<file path="src/rtl/flow_strobe_pkg.sv">
package flow_strobe_pkg;

  localparam int TERM_W    = 3;
  localparam int TERM_FIFO = 6;
  localparam int TERM_CPU  = 7;

  typedef enum logic [1:0] {
    FN_AND      = 2'b00,
    FN_OR       = 2'b01,
    FN_XOR      = 2'b10,
    FN_NA_AND_B = 2'b11
  } flow_fn_e;

  typedef enum logic [1:0] {
    ST_IDLE = 2'd0,
    ST_FLOW = 2'd1,
    ST_HOLD = 2'd2
  } flow_st_e;

endpackage

</file>
<file path="src/rtl/flow_term_logic.sv">
module flow_term_logic
  import flow_strobe_pkg::*;
#(
  parameter int NRDY = 6
) (
  input  logic [NRDY-1:0]   rdy_s,
  input  logic              fifo_flag,
  input  logic              cpu_rdy,
  input  logic [TERM_W-1:0] sel_a,
  input  logic [TERM_W-1:0] sel_b,
  input  logic [1:0]        func,
  output logic              result
);

  localparam int NTERM = 1 << TERM_W;

  logic [NTERM-1:0] terms;
  logic             ta, tb;

  // ready inputs occupy the low codes; missing ones read as 0
  for (genvar k = 0; k < TERM_FIFO; k++) begin : g_term
    if (k < NRDY) begin : g_pin
      assign terms[k] = rdy_s[k];
    end else begin : g_zero
      assign terms[k] = 1'b0;
    end
  end
  assign terms[TERM_FIFO] = fifo_flag;
  assign terms[TERM_CPU]  = cpu_rdy;

  assign ta = terms[sel_a];
  assign tb = terms[sel_b];

  always_comb begin
    case (flow_fn_e'(func))
      FN_AND:      result = ta & tb;
      FN_OR:       result = ta | tb;
      FN_XOR:      result = ta ^ tb;
      FN_NA_AND_B: result = ~ta & tb;
      default:     result = 1'b0;
    endcase
  end

endmodule

</file>
<file path="src/rtl/flow_halfper.sv">
module flow_halfper #(
  parameter int HP_W = 8
) (
  input  logic            clk,
  input  logic            rst,
  input  logic            run,
  input  logic [HP_W-1:0] half_per,
  output logic            bnd
);

  localparam int ACC_W = HP_W + 1;

  logic [ACC_W-1:0] acc, sum, hp_eff;

  // values below one full clock are clamped to one full clock
  assign hp_eff = (half_per < HP_W'(2)) ? ACC_W'(2) : ACC_W'(half_per);
  assign sum    = acc + ACC_W'(2);
  assign bnd    = run && (sum >= hp_eff);

  always_ff @(posedge clk) begin
    if (rst || !run) acc <= '0;
    else if (bnd)    acc <= sum - hp_eff;
    else             acc <= sum;
  end

  // accumulator stays below the period once it has been there
  p_acc_below_r5: assert property (@(posedge clk) disable iff (rst)
    (run && $past(run) && $stable(half_per) && ($past(acc) < $past(hp_eff)))
      |-> (acc < hp_eff));

endmodule

</file>
<file path="src/rtl/flow_strobe_ctl.sv">
module flow_strobe_ctl
  import flow_strobe_pkg::*;
#(
  parameter int NCTL = 6,
  parameter int SELW = 3
) (
  input  logic            clk,
  input  logic            rst,
  input  logic            flow_start,
  input  logic            done_req,
  input  logic            result,
  input  logic            toggle_when,
  input  logic            bnd,
  input  logic            xfer_on_rise,
  input  logic            xfer_on_fall,
  input  logic [SELW-1:0] strb_sel,
  input  logic [NCTL-1:0] ctl_when0,
  input  logic [NCTL-1:0] ctl_when1,
  input  logic [NCTL-1:0] state_ctl,
  input  logic            sustain_en,
  output logic            in_flow,
  output logic [NCTL-1:0] ctl_out,
  output logic            xfer_pulse,
  output logic            flow_exit
);

  flow_st_e        st, st_n;
  logic            strb_q, strb_n;
  logic            exit_n, pulse_n;
  logic [NCTL-1:0] sel_oh, pat, ctl_n;
  logic            state_bit;

  for (genvar i = 0; i < NCTL; i++) begin : g_oh
    assign sel_oh[i] = (strb_sel == SELW'(i));
  end

  assign state_bit = |(state_ctl & sel_oh);
  assign pat       = result ? ctl_when1 : ctl_when0;
  assign in_flow   = (st == ST_FLOW);

  always_comb begin
    st_n   = st;
    strb_n = strb_q;
    exit_n = 1'b0;
    case (st)
      ST_IDLE: begin
        if (flow_start) st_n   = ST_FLOW;
        else            strb_n = state_bit;
      end
      ST_FLOW: begin
        if (bnd) begin
          if (done_req) begin
            exit_n = 1'b1;
            st_n   = sustain_en ? ST_HOLD : ST_IDLE;
          end else if (result == toggle_when) begin
            strb_n = ~strb_q;
          end
        end
      end
      ST_HOLD: begin
        if (flow_start) begin
          st_n = ST_FLOW;
        end else if (state_bit) begin
          strb_n = 1'b1;
          st_n   = ST_IDLE;
        end
      end
      default: st_n = ST_IDLE;
    endcase
  end

  assign pulse_n = (st == ST_FLOW) &&
                   ((strb_n && !strb_q && xfer_on_rise) ||
                    (!strb_n && strb_q && xfer_on_fall));

  for (genvar i = 0; i < NCTL; i++) begin : g_pin
    assign ctl_n[i] = sel_oh[i] ? strb_n
                    : ((st_n == ST_FLOW) ? pat[i] : state_ctl[i]);
  end

  always_ff @(posedge clk) begin
    if (rst) begin
      st         <= ST_IDLE;
      strb_q     <= 1'b0;
      ctl_out    <= '0;
      xfer_pulse <= 1'b0;
      flow_exit  <= 1'b0;
    end else begin
      st         <= st_n;
      strb_q     <= strb_n;
      ctl_out    <= ctl_n;
      xfer_pulse <= pulse_n;
      flow_exit  <= exit_n;
    end
  end

  p_freeze_r4: assert property (@(posedge clk) disable iff (rst)
    (st == ST_FLOW && result != toggle_when) |=> $stable(strb_q));

  p_hold_between_bnd_r5: assert property (@(posedge clk) disable iff (rst)
    (st == ST_FLOW && !bnd) |=> $stable(strb_q));

  p_pulse_on_edge_r6: assert property (@(posedge clk) disable iff (rst)
    xfer_pulse |-> (strb_q != $past(strb_q)));

  p_pulse_only_flow_r6: assert property (@(posedge clk) disable iff (rst)
    (st != ST_FLOW) |=> !xfer_pulse);

  p_exit_on_bnd_r10: assert property (@(posedge clk) disable iff (rst)
    (st == ST_FLOW && !bnd) |=> !flow_exit);

  p_sustain_hold_r11: assert property (@(posedge clk) disable iff (rst)
    (st == ST_HOLD && !state_bit && !flow_start) |=> $stable(strb_q));

endmodule

</file>
<file path="src/rtl/flow_strobe_gen.sv">
module flow_strobe_gen
  import flow_strobe_pkg::*;
#(
  parameter int NCTL        = 6,
  parameter int NRDY        = 6,
  parameter int HP_W        = 8,
  parameter int SYNC_STAGES = 0,
  localparam int SELW       = $clog2(NCTL)
) (
  input  logic              clk,
  input  logic              rst,
  input  logic              flow_start,
  input  logic              done_req,
  input  logic [NRDY-1:0]   rdy_in,
  input  logic              fifo_flag,
  input  logic              cpu_rdy,
  input  logic [TERM_W-1:0] term_a_sel,
  input  logic [TERM_W-1:0] term_b_sel,
  input  logic [1:0]        logic_fn,
  input  logic              toggle_when,
  input  logic [HP_W-1:0]   half_per,
  input  logic              xfer_on_rise,
  input  logic              xfer_on_fall,
  input  logic [SELW-1:0]   strb_sel,
  input  logic [NCTL-1:0]   ctl_when0,
  input  logic [NCTL-1:0]   ctl_when1,
  input  logic              sustain_en,
  input  logic [NCTL-1:0]   state_ctl,
  output logic [NCTL-1:0]   ctl_out,
  output logic              xfer_pulse,
  output logic              flow_exit
);

  logic [NRDY-1:0] rdy_s;
  logic            result, bnd, in_flow;

  if (SYNC_STAGES == 0) begin : g_nosync
    assign rdy_s = rdy_in;
  end else begin : g_sync
    logic [NRDY-1:0] stage [SYNC_STAGES];
    always_ff @(posedge clk) begin
      if (rst) begin
        for (int s = 0; s < SYNC_STAGES; s++) stage[s] <= '0;
      end else begin
        stage[0] <= rdy_in;
        for (int s = 1; s < SYNC_STAGES; s++) stage[s] <= stage[s-1];
      end
    end
    assign rdy_s = stage[SYNC_STAGES-1];
  end

  flow_term_logic #(.NRDY(NRDY)) u_term (
    .rdy_s     (rdy_s),
    .fifo_flag (fifo_flag),
    .cpu_rdy   (cpu_rdy),
    .sel_a     (term_a_sel),
    .sel_b     (term_b_sel),
    .func      (logic_fn),
    .result    (result)
  );

  flow_halfper #(.HP_W(HP_W)) u_hp (
    .clk      (clk),
    .rst      (rst),
    .run      (in_flow),
    .half_per (half_per),
    .bnd      (bnd)
  );

  flow_strobe_ctl #(.NCTL(NCTL), .SELW(SELW)) u_ctl (
    .clk          (clk),
    .rst          (rst),
    .flow_start   (flow_start),
    .done_req     (done_req),
    .result       (result),
    .toggle_when  (toggle_when),
    .bnd          (bnd),
    .xfer_on_rise (xfer_on_rise),
    .xfer_on_fall (xfer_on_fall),
    .strb_sel     (strb_sel),
    .ctl_when0    (ctl_when0),
    .ctl_when1    (ctl_when1),
    .state_ctl    (state_ctl),
    .sustain_en   (sustain_en),
    .in_flow      (in_flow),
    .ctl_out      (ctl_out),
    .xfer_pulse   (xfer_pulse),
    .flow_exit    (flow_exit)
  );

endmodule

</file>
<file path="config.mk">
export PLATFORM = sky130hd
export DESIGN_NAME = flow_strobe_gen
export DESIGN_NICKNAME = d
export VERILOG_FILES = /design/src/rtl/flow_strobe_pkg.sv /design/src/rtl/flow_term_logic.sv /design/src/rtl/flow_halfper.sv /design/src/rtl/flow_strobe_ctl.sv /design/src/rtl/flow_strobe_gen.sv
export SDC_FILE = /design/constraint.sdc
export NUM_CORES = 1
export LEC_CHECK = 0
export BUFFER_PORTS_ARGS = -buffer_cell sky130_fd_sc_hd__buf_2
export CORE_MARGIN = 2
export CORE_UTILIZATION = 51
export CTS_CLUSTER_DIAMETER = 120
export DETAILED_ROUTE_END_ITERATION = 16
export PLACE_DENSITY = 0.9
export SLEW_MARGIN = 40
export SYNTH_ARGS = -nofsm -noshare
export SYNTH_HDL_FRONTEND = slang
export SYNTH_SLANG_ARGS = --single-unit
</file>
<file path="constraint.sdc">
create_clock -name clk -period 4.01 [get_ports clk]
set_input_delay 0.2005 -clock clk [delete_from_list [all_inputs] [get_ports clk]]
set_output_delay 0.2005 -clock clk [all_outputs]
set_load 0.02 [all_outputs]
</file>
[After elaboration in Yosys (flattened, before gate mapping)]
Index checks and enable logic that the tools add are counted.
Cells by class
  reduce and logical (&&, ||, !) cells: 16
  eq/ne operators: 12
  order comparisons: 4
  muxes and demuxes: 35
  bitwise operators: 9
  $add $sub $neg: 2
Operators with widths (number)
  two-way mux 1 bit: 21
  two-way mux 2 bit: 6
  adder 9 x 2 -> 9 bit (second input constant): 1
  greater-or-equal comparator 9 bit: 1
  two-way mux 9 bit: 1
  subtractor 9 bit: 1
  less-than comparator 3 x 4 -> 1 bit (second input constant): 2
  less-than comparator 8 x 2 -> 1 bit (second input constant): 1
  two-way mux 8 bit: 1
  bitwise AND 6 bit: 1
  binary-select mux 1 bit (select 3 bit): 2
  == test 2 x 1 -> 1 bit (second input constant): 3
  == test 2 bit (second input constant): 3
  == test 3 x 2 -> 1 bit (second input constant): 2
  == test 3 bit (second input constant): 2
  logical AND 1 bit: 6
  two-way mux 6 bit: 1
  case mux 2 bit (3 select lines): 1
  OR reduction 6 bit: 1
  logical NOT 2 bit: 2
  inverter 1 bit: 4
  case mux 1 bit (4 select lines): 1
  == test 3 x 1 -> 1 bit (second input constant): 1
  logical NOT 1 bit: 3
  other kinds (8): 10
Storage, ports and cells
  output and inout port bits: 8
  logic and storage cells: 84
  bits in registers: 20
  input port bits: 53

[Longest topological paths before layout]
  word-level depth: 15
  depth in mapped cells: 14

[Cells and area by module]
From an unflattened synthesis, not the netlist that was laid out.
Second synthesis, totals
  cell total of the unflattened synthesis: 218
  area, all modules: 1909.3 um^2
Modules (own cells, without submodules)
  flow_halfper: area an instance 927.1 um^2, seq. area each 180.2 um^2, cells an instance 114, times used 1
  flow_strobe_ctl: area an instance 767.0 um^2, seq. area each 220.2 um^2, cells an instance 85, times used 1
  flow_term_logic: area an instance 215.2 um^2, seq. area each 0.0 um^2, cells an instance 19, times used 1

[Worst setup path after synthesis]
Ideal clock, no wire load.
  kind: register -> register
  start: register u_hp.acc[1]
  end: register u_hp.acc[4]
  cell stages (with the launch flop): 14
  setup slack: 1.198 ns
  setup time: 0.139 ns
  arrival time: 2.673 ns
  data required time: 3.871 ns
  cell sequence: dfxtp_1 ha_1 and3_1 xor2_1 ha_1 nand4_1 nor2_1 or4_4 or2_1 buf_2 and2_1 buf_4 nor2_1 a211oi_2
Between the ends
  cells in the longest elaborated chain, start to end: 4
  elaborated cells between the ends (all ways): 5
  those cells by class: add/sub (2); order compare (1); mux (1); reduce/logical (1)
RTL lines
  from (decl): RTL line flow_halfper.sv:13  | logic [ACC_W-1:0] acc, sum, hp_eff;
  from (signal assigned): RTL line flow_halfper.sv:22  | else if (bnd) acc <= sum - hp_eff;
  from (signal assigned): RTL line flow_halfper.sv:23  | else acc <= sum;
  adder 9 x 2 -> 9 bit (*): RTL line flow_halfper.sv:17  | assign sum = acc + ACC_W'(2);
  greater-or-equal comparator 9 bit: RTL line flow_halfper.sv:18  | assign bnd = run && (sum >= hp_eff);
  logical AND 1 bit: RTL line flow_halfper.sv:18
  two-way mux 9 bit (*): RTL line flow_halfper.sv:22
Every way passes the cells marked *; elsewhere a longest branch is shown, timed or not.
A chain may end at the register's enable or synchronous reset.

[Worst setup path after layout]
  start: register u_hp.acc[3]
  end: register u_hp.acc[8]
Same word-level chain as after synthesis.

==> results.cfg <==
[outcome]
status = finished, final reports clean

[setup_path]
worst_path_dominant_cell_family = simple AND/OR/NAND/NOR gates
critPathSlowestCell = a2111oi_0
cp_max_fo = 12
critPathKind = register to register
crit_required_ns = 4.19
crit_arrival_ns = 3.46
crit_chain = and3_1 > nand3_1 > xnor2_1 > ha_1 > a2111oi_0 > a211oi_1 > or2_1 > and2_1 > and4_1 > nor3_1
cpPeakStageDelay_ns = 0.59
crit_buf_inv = 0
worst_setup_path_start_kind = register
crit_path_end_kind = register

[grt]
grt_usage_pct = 22.4
grt_first_pass_wirelength_um = 7500
grt_overflow = 0
antenna_found_initial = 0
grt_max_degree = 15
grt_pass1_vias = 1792

[finish]
multi_input_area_um2 = 1380
area_delta_synth_final_pct = 20.3
fillers = 319
fin_util_pct = 63.0
antennaDiodeCount = 0
drive_gt1_share_pct = 31.7
layout.nets = 349
regArea_um2 = 400

[synth]
synth_edf_count = 0
ys_seq_elements = 20
synth_cell_types = 51
synth_top_cell_by_area = dfxtp_1
yosys-top-cells-count = nor2_1, dfxtp_1, inv_1
avgSynthCellArea_um2 = 8.47
synth_ff_type = dfxtp_1
synth_top_area_share_pct = 21.2
yosysMostFrequentCell = nor2_1
ys_warn_count = 0
postSynthCellCount = 223
yosysSeqAreaShare_pct = 21.2
synth.top_cells.by_area = dfxtp_1, ha_1, nor2_1
async_reset_ff_share_pct = 0
syn-num-nets = 290
synth.cell_area_um2 = 1890

[detailed_routing]
drcViolationCount = 0
drt_first_pass_iters = 4
drtIter0Drc = 150
drtAntennaViolNets = 0
vias = 1874
routed_via_density = 5.70
wire_per_inst_um = 13.9
wirelength_um = 4580

[floorplanning]
coreArea_um2 = 3610
die_h_um = 64.9
rows = 22
dieArea_um2 = 4210
die_width_um = 64.9
initial_core_util_pct = 52.4
io_pins = 61

[power]
ir_worst_vdd_mv = 0.134
pwr_density_cell_nw_per_um2 = 250
p_leak_uw = 0.00104
total_power_uw = 568

[clocking]
cts_max_level = 1
cts_buffers = 3
clockBufferDepth = 2
cts_tree = done
hold_buffers = 0
clock_latency_ns = 0.26
cts_resized = 0
cts_setup_buffers = 0
path_clk_slew_ns = 0.08
cts_root_buf = clkbuf_8
cts_sinks = 20

[timing]
max_freq_mhz = 306
fin_setup_tns_ns = 0
min_period_over_period_pct = 81.6
skew_ns = 0.00253
min_period_ns = 3.27
drv_slew = 0
tightest_slew_ns = 0.605
final_hold_viol_count = 0
grt_setup_unrepaired = no
slew_headroom_pct = 58.7
setup-violations-final = 0

[placement]
gp_congestion = 0.970
dp_hpwl_um = 3770
io_buffer_count = 60

[hold_path]
min_path_type = primary input to register

[flow_run]
drv_cap = 0
## per-stage QoR
stage / setup slack (ns) / hold slack [ns] / cell area (um2) / instances
floorplan: 1.20 / 0.352 / 1890 / 223
global placement: 0.977 / 0.473 / 2220 / 325
detailed placement: 0.901 / 0.492 / 2220 / 325
CTS: 0.836 / 0.208 / 2270 / 329
global route: 0.484 / 0.246 / 2270 / 329
finish: 0.737 / 0.205 / 2270 / 329
## worst paths after layout
kind	from	to	slack, ns	cells after the start
worst max-delay path	u_hp.acc[3]	u_hp.acc[8]	0.74	10
worst min-delay path	sustain_en	u_ctl.st[1]	0.21	3
worst max register to register	u_hp.acc[3]	u_hp.acc[8]	0.74	10
worst min register to register	u_ctl.st[1]	u_ctl.st[1]	0.54	2
## worst reg2reg max path, stage by stage (launching register included)
cell       delay [ns]
dfxtp_1          0.42
and3_1           0.21
nand3_1          0.10
xnor2_1          0.22
ha_1             0.32
a2111oi_0        0.59
a211oi_1         0.23
or2_1            0.35
and2_1           0.36
and4_1           0.26
nor3_1           0.16
## metal layers
metal	share of wire (%)	global-route usage (%)	up-vias
li1	-	-	924
met1	42	28.0	868
met2	52	41.5	75
met3	5.5	1.56	7
met4	1.2	5.59	0
met5	0	0	-
## flip-flops by register name (all words and copies together), names as in the netlist
name	cells
u_ctl.ctl_out	6
u_ctl.st	2
u_ctl.strb_q	1
u_ctl.flow_exit	1
u_ctl.xfer_pulse	1
u_hp.acc	9
## kinds of logic (layout without fill, tap and decap cells)
logic type      after synthesis  after routing  synth area share, %
compound gates               58             58                 23.4
xor+xnor                      9              9                 4.17
fa+ha+maj                    14             14                 9.67
buf+inv                      25             83                 5.63
flops                        20             20                 21.2
mux                          17             17                 15.0
simple gates                 80             80                 20.9
## layout make-up
type / count / share of cell area, %
Clock buffer: 4 / 2.42
Multi-Input combinational cell: 178 / 60.8
Tap cell: 48 / 2.64
Inverter: 18 / 2.97
Sequential cell: 20 / 17.6
Timing Repair Buffer: 61 / 13.5
## placed cells by master, fill, tap and decap left out, types with 5 or more instances in the layout
master	instances
dfxtp_1	20
o21ai_0	9
a21oi_1	9
nor2_1	31
nand3_1	6
buf_2	60
mux2_4	6
nor2b_1	6
ha_1	13
inv_1	18
xnor2_1	5
nand2b_1	6
o211ai_1	5
o21a_1	8
o21ai_1	5
a211oi_2	5
nand2_1	11
## power breakdown
group	internal, uW	leakage, uW	switching [uW]	total [uW]
Combinational	93.9	0.000843	103	196
Clock	87.5	0.0000288	71.3	159
Sequential	208	0.000163	4.69	213
(Power assumes the default switching activity.)
